[config.mk]
export PLATFORM = sky130hd
export DESIGN_NAME = sfr_seq
export DESIGN_NICKNAME = d
export VERILOG_FILES = /design/src/rtl/sfr_pkg.sv /design/src/rtl/sfr_plan.sv /design/src/rtl/sfr_txser.sv /design/src/rtl/sfr_rxdes.sv /design/src/rtl/sfr_seq.sv
export SDC_FILE = /design/constraint.sdc
export NUM_CORES = 1
export LEC_CHECK = 0
export CAP_MARGIN = 20
export CORE_MARGIN = 2
export CORE_UTILIZATION = 65
export CTS_CLUSTER_DIAMETER = 150
export DETAILED_ROUTE_END_ITERATION = 8
export DONT_BUFFER_PORTS = 1
export PLACE_DENSITY = 0.78
export SETUP_SLACK_MARGIN = 0.2
export SLEW_MARGIN = 20
export SYNTH_ARGS = -nofsm -noshare
export SYNTH_HDL_FRONTEND = slang
export SYNTH_SLANG_ARGS = --single-unit
[constraint.sdc]
create_clock -name clk -period 4.1 [get_ports clk]
set_input_delay 0 -clock clk [delete_from_list [all_inputs] [get_ports clk]]
set_output_delay 0 -clock clk [all_outputs]
set_load 0.02 [all_outputs]
[src/rtl/sfr_pkg.sv]
package sfr_pkg;

   typedef enum logic [2:0] {
      PH_IDLE, PH_CMD, PH_ADDR, PH_MODE, PH_DUMMY, PH_GAP, PH_DATA
   } phase_e;

   // lane count encoded as log2: 0 one line, 1 two lines, 2 four lines
   typedef logic [1:0] lane_log_t;
   typedef logic [7:0] beat_t;

   typedef struct packed {
      logic [7:0] opcode;
      logic [7:0] mode_byte;
      beat_t      cmd_beats;
      beat_t      addr_beats;
      beat_t      mode_beats;
      beat_t      dummy_beats;
      logic       gap;
      logic       xip_next;
      lane_log_t  addr_lanes;
      lane_log_t  data_lanes;
   } plan_t;

   function automatic logic [3:0] lane_mask(lane_log_t l);
      case (l)
         2'd0:    return 4'b0001;
         2'd1:    return 4'b0011;
         default: return 4'b1111;
      endcase
   endfunction

endpackage

[src/rtl/sfr_plan.sv]
module sfr_plan
   import sfr_pkg::*;
#(
   parameter int DUMMY_W = 3
) (
   input  logic [2:0]         cfg_mode,
   input  logic [1:0]         cfg_addr_bytes,
   input  logic               cfg_op_4b,
   input  logic               cfg_op_sub,
   input  logic [7:0]         cfg_opcode,
   input  logic [DUMMY_W-1:0] cfg_dummy,
   input  logic [7:0]         cfg_mode_byte,
   input  logic               cfg_xip_en,
   input  logic               cfg_turnaround,
   input  logic               xip_now,
   output plan_t              plan
);

   logic [7:0] base_op, wide_op;
   beat_t      dflt_dummy;
   lane_log_t  alog, dlog;
   logic       io_kind, no_dummy;

   always_comb begin
      base_op    = 8'h03;
      wide_op    = 8'h13;
      dflt_dummy = 8'd0;
      alog       = 2'd0;
      dlog       = 2'd0;
      io_kind    = 1'b0;
      no_dummy   = 1'b1;
      case (cfg_mode)
         3'd1: begin base_op = 8'h0B; wide_op = 8'h0C; dflt_dummy = 8'd8; no_dummy = 1'b0; end
         3'd2: begin base_op = 8'h3B; wide_op = 8'h3C; dflt_dummy = 8'd8; no_dummy = 1'b0;
                     dlog = 2'd1; end
         3'd3: begin base_op = 8'hBB; wide_op = 8'hBC; dflt_dummy = 8'd0; no_dummy = 1'b0;
                     alog = 2'd1; dlog = 2'd1; io_kind = 1'b1; end
         3'd4: begin base_op = 8'h6B; wide_op = 8'h6C; dflt_dummy = 8'd8; no_dummy = 1'b0;
                     dlog = 2'd2; end
         3'd5: begin base_op = 8'hEB; wide_op = 8'hEC; dflt_dummy = 8'd4; no_dummy = 1'b0;
                     alog = 2'd2; dlog = 2'd2; io_kind = 1'b1; end
         default: ;
      endcase

      if (cfg_op_sub)
         plan.opcode = cfg_opcode;
      else if (cfg_addr_bytes == 2'd3 && cfg_op_4b)
         plan.opcode = wide_op;
      else
         plan.opcode = base_op;

      plan.mode_byte   = cfg_mode_byte;
      plan.cmd_beats   = (io_kind && xip_now) ? 8'd0 : 8'd8;
      plan.addr_beats  = ({6'd0, cfg_addr_bytes} + 8'd1) << (2'd3 - alog);
      plan.mode_beats  = io_kind ? (8'd8 >> alog) : 8'd0;
      if (no_dummy)
         plan.dummy_beats = 8'd0;
      else if (cfg_dummy == '0)
         plan.dummy_beats = dflt_dummy;
      else
         plan.dummy_beats = 8'(cfg_dummy) + 8'd2;
      plan.gap         = cfg_turnaround && (dlog != 2'd0);
      plan.xip_next    = io_kind && cfg_xip_en;
      plan.addr_lanes  = alog;
      plan.data_lanes  = dlog;
   end

endmodule

[src/rtl/sfr_txser.sv]
module sfr_txser
   import sfr_pkg::*;
#(
   parameter int SR_W = 32
) (
   input  logic            clk,
   input  logic            rst_n,
   input  logic            load,
   input  logic [SR_W-1:0] load_val,
   input  logic            shift,
   input  lane_log_t       lanes,
   output logic [3:0]      out_bits
);

   logic [SR_W-1:0] sr;

   always_ff @(posedge clk or negedge rst_n) begin
      if (!rst_n)
         sr <= '0;
      else if (load)
         sr <= load_val;
      else if (shift)
         sr <= sr << (1 << lanes);
   end

   always_comb begin
      case (lanes)
         2'd0:    out_bits = {3'b000, sr[SR_W-1]};
         2'd1:    out_bits = {2'b00, sr[SR_W-1 -: 2]};
         default: out_bits = sr[SR_W-1 -: 4];
      endcase
   end

endmodule

[src/rtl/sfr_rxdes.sv]
module sfr_rxdes
   import sfr_pkg::*;
#(
   parameter int SOLO_LINE = 1
) (
   input  logic       clk,
   input  logic       rst_n,
   input  logic       shift,
   input  lane_log_t  lanes,
   input  logic [3:0] io_in,
   output logic [7:0] byte_next
);

   logic [7:0] acc;
   logic       solo_bit;

   generate
      if (SOLO_LINE < 0 || SOLO_LINE > 3) begin : g_bad_line
         $error("sfr_rxdes: SOLO_LINE out of range");
      end
   endgenerate

   assign solo_bit = io_in[SOLO_LINE];

   always_comb begin
      case (lanes)
         2'd0:    byte_next = {acc[6:0], solo_bit};
         2'd1:    byte_next = {acc[5:0], io_in[1:0]};
         default: byte_next = {acc[3:0], io_in};
      endcase
   end

   always_ff @(posedge clk or negedge rst_n) begin
      if (!rst_n)
         acc <= '0;
      else if (shift)
         acc <= byte_next;
   end

endmodule

[src/rtl/sfr_seq.sv]
module sfr_seq
   import sfr_pkg::*;
#(
   parameter int ADDR_W  = 32,
   parameter int LEN_W   = 8,
   parameter int DUMMY_W = 3
) (
   input  logic               clk,
   input  logic               rst_n,
   input  logic [2:0]         cfg_mode,
   input  logic [1:0]         cfg_addr_bytes,
   input  logic               cfg_op_4b,
   input  logic               cfg_op_sub,
   input  logic [7:0]         cfg_opcode,
   input  logic [DUMMY_W-1:0] cfg_dummy,
   input  logic [7:0]         cfg_mode_byte,
   input  logic               cfg_xip_en,
   input  logic               cfg_turnaround,
   input  logic               req_valid,
   output logic               req_ready,
   input  logic [ADDR_W-1:0]  req_addr,
   input  logic [LEN_W-1:0]   req_len,
   output logic               rd_valid,
   input  logic               rd_ready,
   output logic [7:0]         rd_data,
   output logic               cs_act,
   output logic               sck_en,
   output logic [3:0]         io_out,
   output logic [3:0]         io_oe,
   input  logic [3:0]         io_in,
   output logic               busy,
   output logic               xip_active
);

   localparam int SR_W = 32;

   generate
      if (ADDR_W < 8 || ADDR_W > SR_W) begin : g_bad_addr
         $error("sfr_seq: ADDR_W must lie in 8..32");
      end
      if (DUMMY_W < 1 || DUMMY_W > 6) begin : g_bad_dummy
         $error("sfr_seq: DUMMY_W must lie in 1..6");
      end
      if (LEN_W < 1) begin : g_bad_len
         $error("sfr_seq: LEN_W must be positive");
      end
   endgenerate

   phase_e           phase, nxt_ph;
   plan_t            plan_c, plan_q, plan_s;
   beat_t            beats_left;
   logic [LEN_W-1:0] bytes_left;
   logic [SR_W-1:0]  addr_q, addr_left, load_val;
   logic             rd_valid_q, xip_q, accept, beat, driven, phase_end, tx_load;
   logic [7:0]       rd_data_q, rx_next;
   logic [3:0]       tx_bits;
   lane_log_t        tx_lanes;

   function automatic phase_e after_addr(plan_t pl);
      if (pl.dummy_beats != 8'd0) return PH_DUMMY;
      if (pl.gap)                 return PH_GAP;
      return PH_DATA;
   endfunction

   function automatic phase_e next_phase(phase_e p, plan_t pl);
      case (p)
         PH_IDLE:  return (pl.cmd_beats != 8'd0) ? PH_CMD : PH_ADDR;
         PH_CMD:   return PH_ADDR;
         PH_ADDR:  return (pl.mode_beats != 8'd0) ? PH_MODE : after_addr(pl);
         PH_MODE:  return after_addr(pl);
         PH_DUMMY: return pl.gap ? PH_GAP : PH_DATA;
         default:  return PH_DATA;
      endcase
   endfunction

   function automatic beat_t beats_of(phase_e p, plan_t pl);
      case (p)
         PH_CMD:   return pl.cmd_beats;
         PH_ADDR:  return pl.addr_beats;
         PH_MODE:  return pl.mode_beats;
         PH_DUMMY: return pl.dummy_beats;
         PH_GAP:   return 8'd1;
         default:  return 8'd8 >> pl.data_lanes;
      endcase
   endfunction

   sfr_plan #(.DUMMY_W(DUMMY_W)) u_plan (
      .cfg_mode       (cfg_mode),
      .cfg_addr_bytes (cfg_addr_bytes),
      .cfg_op_4b      (cfg_op_4b),
      .cfg_op_sub     (cfg_op_sub),
      .cfg_opcode     (cfg_opcode),
      .cfg_dummy      (cfg_dummy),
      .cfg_mode_byte  (cfg_mode_byte),
      .cfg_xip_en     (cfg_xip_en),
      .cfg_turnaround (cfg_turnaround),
      .xip_now        (xip_q),
      .plan           (plan_c)
   );

   assign plan_s    = (phase == PH_IDLE) ? plan_c : plan_q;
   assign busy      = (phase != PH_IDLE) || rd_valid_q;
   assign req_ready = !busy;
   assign accept    = req_valid && req_ready;
   assign cs_act    = (phase != PH_IDLE);
   assign sck_en    = cs_act && !(phase == PH_DATA && rd_valid_q && !rd_ready);
   assign beat      = sck_en;
   assign driven    = (phase == PH_CMD) || (phase == PH_ADDR) || (phase == PH_MODE);
   assign phase_end = accept || (beat && phase != PH_DATA && beats_left == 8'd1);
   assign nxt_ph    = next_phase(phase, plan_s);
   assign addr_left = SR_W'(req_addr) << {~cfg_addr_bytes, 3'b000};
   assign tx_load   = phase_end &&
                      (nxt_ph == PH_CMD || nxt_ph == PH_ADDR || nxt_ph == PH_MODE);
   assign tx_lanes  = (phase == PH_CMD) ? 2'd0 : plan_q.addr_lanes;

   always_comb begin
      case (nxt_ph)
         PH_CMD:  load_val = {plan_s.opcode, 24'd0};
         PH_ADDR: load_val = accept ? addr_left : addr_q;
         default: load_val = {plan_s.mode_byte, 24'd0};
      endcase
   end

   sfr_txser #(.SR_W(SR_W)) u_tx (
      .clk      (clk),
      .rst_n    (rst_n),
      .load     (tx_load),
      .load_val (load_val),
      .shift    (beat && driven),
      .lanes    (tx_lanes),
      .out_bits (tx_bits)
   );

   sfr_rxdes #(.SOLO_LINE(1)) u_rx (
      .clk       (clk),
      .rst_n     (rst_n),
      .shift     (beat && phase == PH_DATA),
      .lanes     (plan_q.data_lanes),
      .io_in     (io_in),
      .byte_next (rx_next)
   );

   assign io_out     = driven ? tx_bits : 4'b0000;
   assign io_oe      = driven ? lane_mask(tx_lanes) : 4'b0000;
   assign rd_valid   = rd_valid_q;
   assign rd_data    = rd_data_q;
   assign xip_active = xip_q;

   always_ff @(posedge clk or negedge rst_n) begin
      if (!rst_n) begin
         phase      <= PH_IDLE;
         plan_q     <= '0;
         addr_q     <= '0;
         beats_left <= '0;
         bytes_left <= '0;
         rd_valid_q <= 1'b0;
         rd_data_q  <= '0;
         xip_q      <= 1'b0;
      end else begin
         if (rd_valid_q && rd_ready)
            rd_valid_q <= 1'b0;
         if (accept) begin
            plan_q     <= plan_c;
            addr_q     <= addr_left;
            bytes_left <= req_len;
         end
         if (phase_end) begin
            phase      <= nxt_ph;
            beats_left <= beats_of(nxt_ph, plan_s);
         end else if (beat) begin
            if (phase == PH_DATA && beats_left == 8'd1) begin
               rd_valid_q <= 1'b1;
               rd_data_q  <= rx_next;
               if (bytes_left == '0) begin
                  phase <= PH_IDLE;
                  xip_q <= plan_q.xip_next;
               end else begin
                  bytes_left <= bytes_left - 1'b1;
                  beats_left <= beats_of(PH_DATA, plan_q);
               end
            end else begin
               beats_left <= beats_left - 8'd1;
            end
         end
      end
   end

endmodule

Word level (Yosys, flattened, before mapping) --
Cells that the tools add are included.
Storage, ports and cells: register bits 154, bits of input ports 76, output and inout port bits 22
Cells by class: add/subtract/negate cells 5, equal/unequal tests 21, shifts and indexed selects 7, mux-type cells 59, bitwise operators 2, reduce and logical (&&, ||, !) cells 47
Operators by type and width (count):
- one-hot mux 8 bit (5 select lines) | 3
- two-way mux 8 bit | 14
- two-way mux 32 bit | 3
- one-hot mux 32 bit (2 select lines) | 1
- two-way mux 54 bit | 1
- two-way mux 3 bit | 11
- << shifter 1 x 2 -> 32 bit, first input constant | 1
- << shifter 32 x 32 -> 32 bit | 1
- << shifter 32 x 5 -> 32 bit | 1
- one-hot mux 4 bit (2 select lines) | 3
- nonzero test 8 bit | 3
- >> shifter 4 x 2 -> 8 bit, first input constant | 3
- equality test 3 x 2 -> 1 bit, second input constant | 6
- equality test 3 bit, second input constant | 6
- one-hot mux 8 bit (2 select lines) | 1
- subtractor 8 x 1 -> 8 bit, second input constant | 2
- logical AND 1 bit | 15
- one-hot mux 3 bit (5 select lines) | 1
- two-way mux 1 bit | 13
- two-way mux 4 bit | 3
- nonzero test 2 bit | 5
- equality test 3 x 1 -> 1 bit, second input constant | 3
- equality test 8 x 1 -> 1 bit, second input constant | 1
- logical NOT 8 bit | 1
- other kinds (22) | 39

Depth between registers and ports, before layout --
word-level depth 20, gate-level depth with buffers 15, depth with buffers taken out 10

Cells and area by module --
From an unflattened synthesis, not the netlist that was laid out.
Unflattened totals: cell total of the unflattened synthesis 1135, area, all modules 9754.4 sq um
Modules (own cells, without submodules):
- sfr_seq | instances 1, cells each 670, area an instance 5671.7 sq um, seq. area each 2502.4 sq um
- sfr_txser | instances 1, cells each 321, area an instance 2970.3 sq um, seq. area each 800.8 sq um
- sfr_plan | instances 1, cells each 89, area an instance 613.1 sq um, seq. area each 0.0 sq um
- sfr_rxdes | instances 1, cells each 55, area an instance 499.2 sq um, seq. area each 175.2 sq um

Least setup slack after synthesis --
OpenSTA, ideal clock, no wires.
kind flip-flop to flip-flop, from register phase[2], to register u_tx.sr[21], arrival 2831 ps, data required time 3974 ps, slack 1143 ps, stages on the path, launching flop included 13, period minus slack after synthesis 2957 ps, cells stage by stage dfrtp_1 buf_2 buf_2 nor2_1 nand2_1 nand2_1 ha_1 buf_6 buf_6 mux4_2 mux4_2 and3_1 a221o_1
On the way: word-level cells in the longest chain between the ends 14, elaborated cells on any way between the ends 56, those cells by class 9 x eq/ne; 2 x shift; 23 x mux; 22 x reduce/logical
Ends and longest elaborated chain:
- from (decl) | line sfr_seq.sv:49 | phase_e phase, nxt_ph;
- from (signal assigned) | line sfr_seq.sv:168 | phase <= nxt_ph;
- logical NOT 3 bit | line sfr_seq.sv:66, sfr_seq.sv:101
- two-way mux 54 bit | line sfr_seq.sv:101 | assign plan_s = (phase == PH_IDLE) ? plan_c : plan_q;
- two-way mux 1 bit (2 in a row) | line sfr_seq.sv:61 | if (pl.gap) return PH_GAP;
- two-way mux 1 bit | line sfr_seq.sv:66 | case (p)
- two-way mux 3 bit | line sfr_seq.sv:62 | return PH_DATA;
- two-way mux 3 bit | line sfr_seq.sv:61
- two-way mux 3 bit | line sfr_seq.sv:69 | PH_ADDR: return (pl.mode_beats != 8'd0) ? PH_MODE : after_addr(pl);
- one-hot mux 3 bit (5 select lines) | line sfr_seq.sv:66
- equality test 3 x 1 -> 1 bit or equality test 3 x 2 -> 1 bit (tied branches) | line sfr_seq.sv:113, sfr_seq.sv:117
- logical OR 1 bit (2 in a row) | line sfr_seq.sv:113 | (nxt_ph == PH_CMD || nxt_ph == PH_ADDR || nxt_ph == PH_MODE);
- logical AND 1 bit | line sfr_seq.sv:112 | assign tx_load = phase_end &&
- two-way mux 32 bit or nonzero test 2 bit (tied branches)
- to (signal assigned) | line sfr_txser.sv:21 | sr <= load_val;
- to (signal assigned) | line sfr_txser.sv:23 | sr <= sr << (1 << lanes);
- to (decl) | line sfr_txser.sv:15 | logic [SR_W-1:0] sr;
Parallel ways exist; a longest one is shown, timed or not. The select of a mux whose other input is x is not followed. A chain may end at the register's enable or synchronous reset.

Worst setup path in the final report --
from register phase[0], to register u_tx.sr[16]
Same word-level chain as after synthesis.

==> run metrics <==
status finished, final reports clean; Fin. Hold Viols 0; ranking of synthesized cells by area dfrtp_1 (37%), mux4_2 (7.0%), nand2_1 (6.0%); dpl hpwl 17100 microns; #FFs+latches synth 127; crit-path leading delay family multiplexers; setup total negative slack 0 ns; total setup buffers inserted after CTS 0; Initial Utilization 66.0%; first drt pass iteration count 8; DR vias/cell 7.10; share of synthesized flip-flops with an asynchronous set or reset 100%; GRT Total Usage 38.0%; Clk network pwr share 34.9%; Die Area 14200 sq um; CTS tree done; critical path type reg -> reg; Max stage delay on crit path 0.64 ns; first-pass GRT wire length 41700 microns; vias 8002; Hold Crit Class in -> reg; Comb power frac 23.6%; Root Buffer clkbuf_16; power per cell area 431 nW/um^2; Post-Syn Area 8630 sq um; WL per Instance 23.5 microns; TritonCTS buffer count 17; period utilization 88.0%; Die H 119 microns; Synth Area per Inst 9.40 sq um; # setup viols final 0; # fillers 919; post-CTS resize count 0; Remaining DRCs 0; Inst Count DP 1031; Max Buffers Root-to-Sink 2; max-slew violations 0; row count 42; Clk pin slew, worst setup/hold paths 0.06 ns; CTS sink cnt 127; reg-to-reg slack, setup 0.49 ns; Syn-to-layout area delta 13.9%; final layout net count 1024; critical path data arrival time 3.91 ns; clock skew 0.00872 ns; fmax 277 MHz; Internal 2.80 mW; H-tree depth 4; largest net degree at the start of global routing 128; cell count after synthesis 918; initial antenna violation count 0; CP startpoint kind flop; Iteration-0 DRC Markers 955; cell taking the most area after synthesis dfrtp_1; most used cell, CP nand2_1; fin cells 1127; number of synthesized flops with an enable pin 0; post-synthesis cell type count 81; WP data required 4.41 ns; Critical Path, Cell by Cell nand2_1 -> nand2_1 -> ha_2 -> buf_4 -> mux4_2 -> mux2i_1 -> a2111oi_0 -> a221o_1; Worst Max-Slew Pin Slew 0.967 ns; switching share of power 33.8%; peak supply drop 317 uV; register area share after synthesis 36.8%; worst path buffer plus inverter count 1; Final min period 3.61 ns; top-level I/O count 98; Final ANT Viol Nets 0; cell leakage power 4.04 nW; # diodes 0; RSZ-0062 raised after global routing no; Die W 119 microns; core area 13100 sq um; most common cell in the netlist nand2_1; main flop type after synthesis dfrtp_1; Final Util 75.1%; Final Cell Area 9830 sq um; layout cells sized above 1 14.6%; area share of the largest cell type after synthesis 36.8%; post-synthesis net count 1004; slowest CP cell dfrtp_1; top post-synthesis cells by count nand2_1 (138), dfrtp_1 (127), o21ai_0 (67), nor2_1 (54), mux2i_1 (45); final wirelength 26400 microns; Final GP Congestion 0.949; Area after DPL 8590 sq um; GR Overflow Total 0; Final Power 4.23 mW; Crit Path Max Fanout 22; worst skew pair latency 0.43 ns; P_sw 1.43 mW; Max-Cap Viols 0; CP Capture Type flop; Seq pwr share 41.5%; Ys Warns 0; IO Port Bufs 0; Max-slew headroom 35.3%; number of global-route vias before repair 7820
[registers in the layout, indices dropped and copies added (netlist names)]
register,flops
u_tx.sr,32
beats_left,8
addr_q,32
rd_valid,1
plan_q,27
bytes_left,8
phase,3
u_rx.acc,7
xip_active,1
rd_data,8
[cells in the final DEF, fill, tap and decap left out, types with 16 or more instances in the layout]
cell type | netlist | routed
clkbuf_16 | 0 | 17
dfrtp_1 | 127 | 127
mux2_2 | 42 | 42
dlygate4sd3_1 | 0 | 62
mux4_2 | 27 | 27
mux2i_1 | 45 | 45
nand3_1 | 22 | 22
nor2b_1 | 16 | 16
a21oi_1 | 40 | 40
nand2_1 | 138 | 137
o21ai_0 | 67 | 67
nor2_1 | 54 | 53
inv_1 | 21 | 21
[per-stage QoR]
step / worst slack, ns / hold WS (ns)
floorplan: 1.14 / -0.296
global placement: 0.746 / -0.293
detailed placement: 0.628 / -0.294
CTS: 0.572 / 0.00176
global route: 0.314 / 0.00144
finish: 0.494 / 0.00337
[logic make-up (layout without fill, tap and decap cells)]
group / after synthesis / after routing / synth area share, %
AO/OA/AOI/OAI: 251 / 251 / 20.2
multiplexers: 118 / 118 / 18.6
flip-flops: 127 / 127 / 36.8
XOR/XNOR: 3 / 3 / 0.304
adder cells (fa/ha/maj): 10 / 10 / 1.45
AND/OR/NAND/NOR: 308 / 308 / 17.1
buffers and inverters: 101 / 134 / 5.52
[layout make-up]
cell class	count	area [sq um]	share of cell area [%]
multi-input cells	690	4990	50.8
flip-flops and latches	127	3180	32.3
repair buffers	79	781	7.94
clock buffers	19	443	4.50
well taps	176	220	2.24
clock inverters	13	129	1.31
inverters	23	86.3	0.878
[path summary, 6_finish.rpt]
path                                    from          end  cells after the start
setup / recovery                    phase[0]  u_tx.sr[16]                      8
hold / removal             cfg_addr_bytes[1]   addr_q[26]                      2
setup reg to reg                    phase[0]  u_tx.sr[16]                      8
hold reg to reg                   addr_q[10]   addr_q[10]                      2
max in group asynchronous              rst_n  u_tx.sr[17]                      2
min in group asynchronous              rst_n  u_tx.sr[29]                      2
[layer usage]
layer  share of wire [%]  vias up  global-route usage (%)
li1                    -     3465                       -
met1                  37     3870                    47.4
met2                  49      537                    61.1
met3                 9.0      130                    9.05
met4                 5.7        0                    21.3
met5                   0        -                       0
[power groups by stage]
stage | Sequential (mW) | Clock, mW | Combinational, mW
2_1_floorplan | 1.66 | 0 | 0.756
3_3_place_gp | 1.75 | 0 | 0.847
3_5_place_dp | 1.75 | 0 | 0.886
4_1_cts | 1.74 | 1.48 | 0.983
5_1_grt | 1.78 | 1.54 | 1.09
6_report | 1.76 | 1.48 | 1.00
[timing repair]
| action | in CTS | in global routing |
|---|---|---|
| hold buffers | 63 | 1 |
| endpoints found under the setup margin | 0 | 0 |
| endpoints found under the hold margin | 216 | 1 |
No activity file was read; power rests on OpenSTA's default activity.
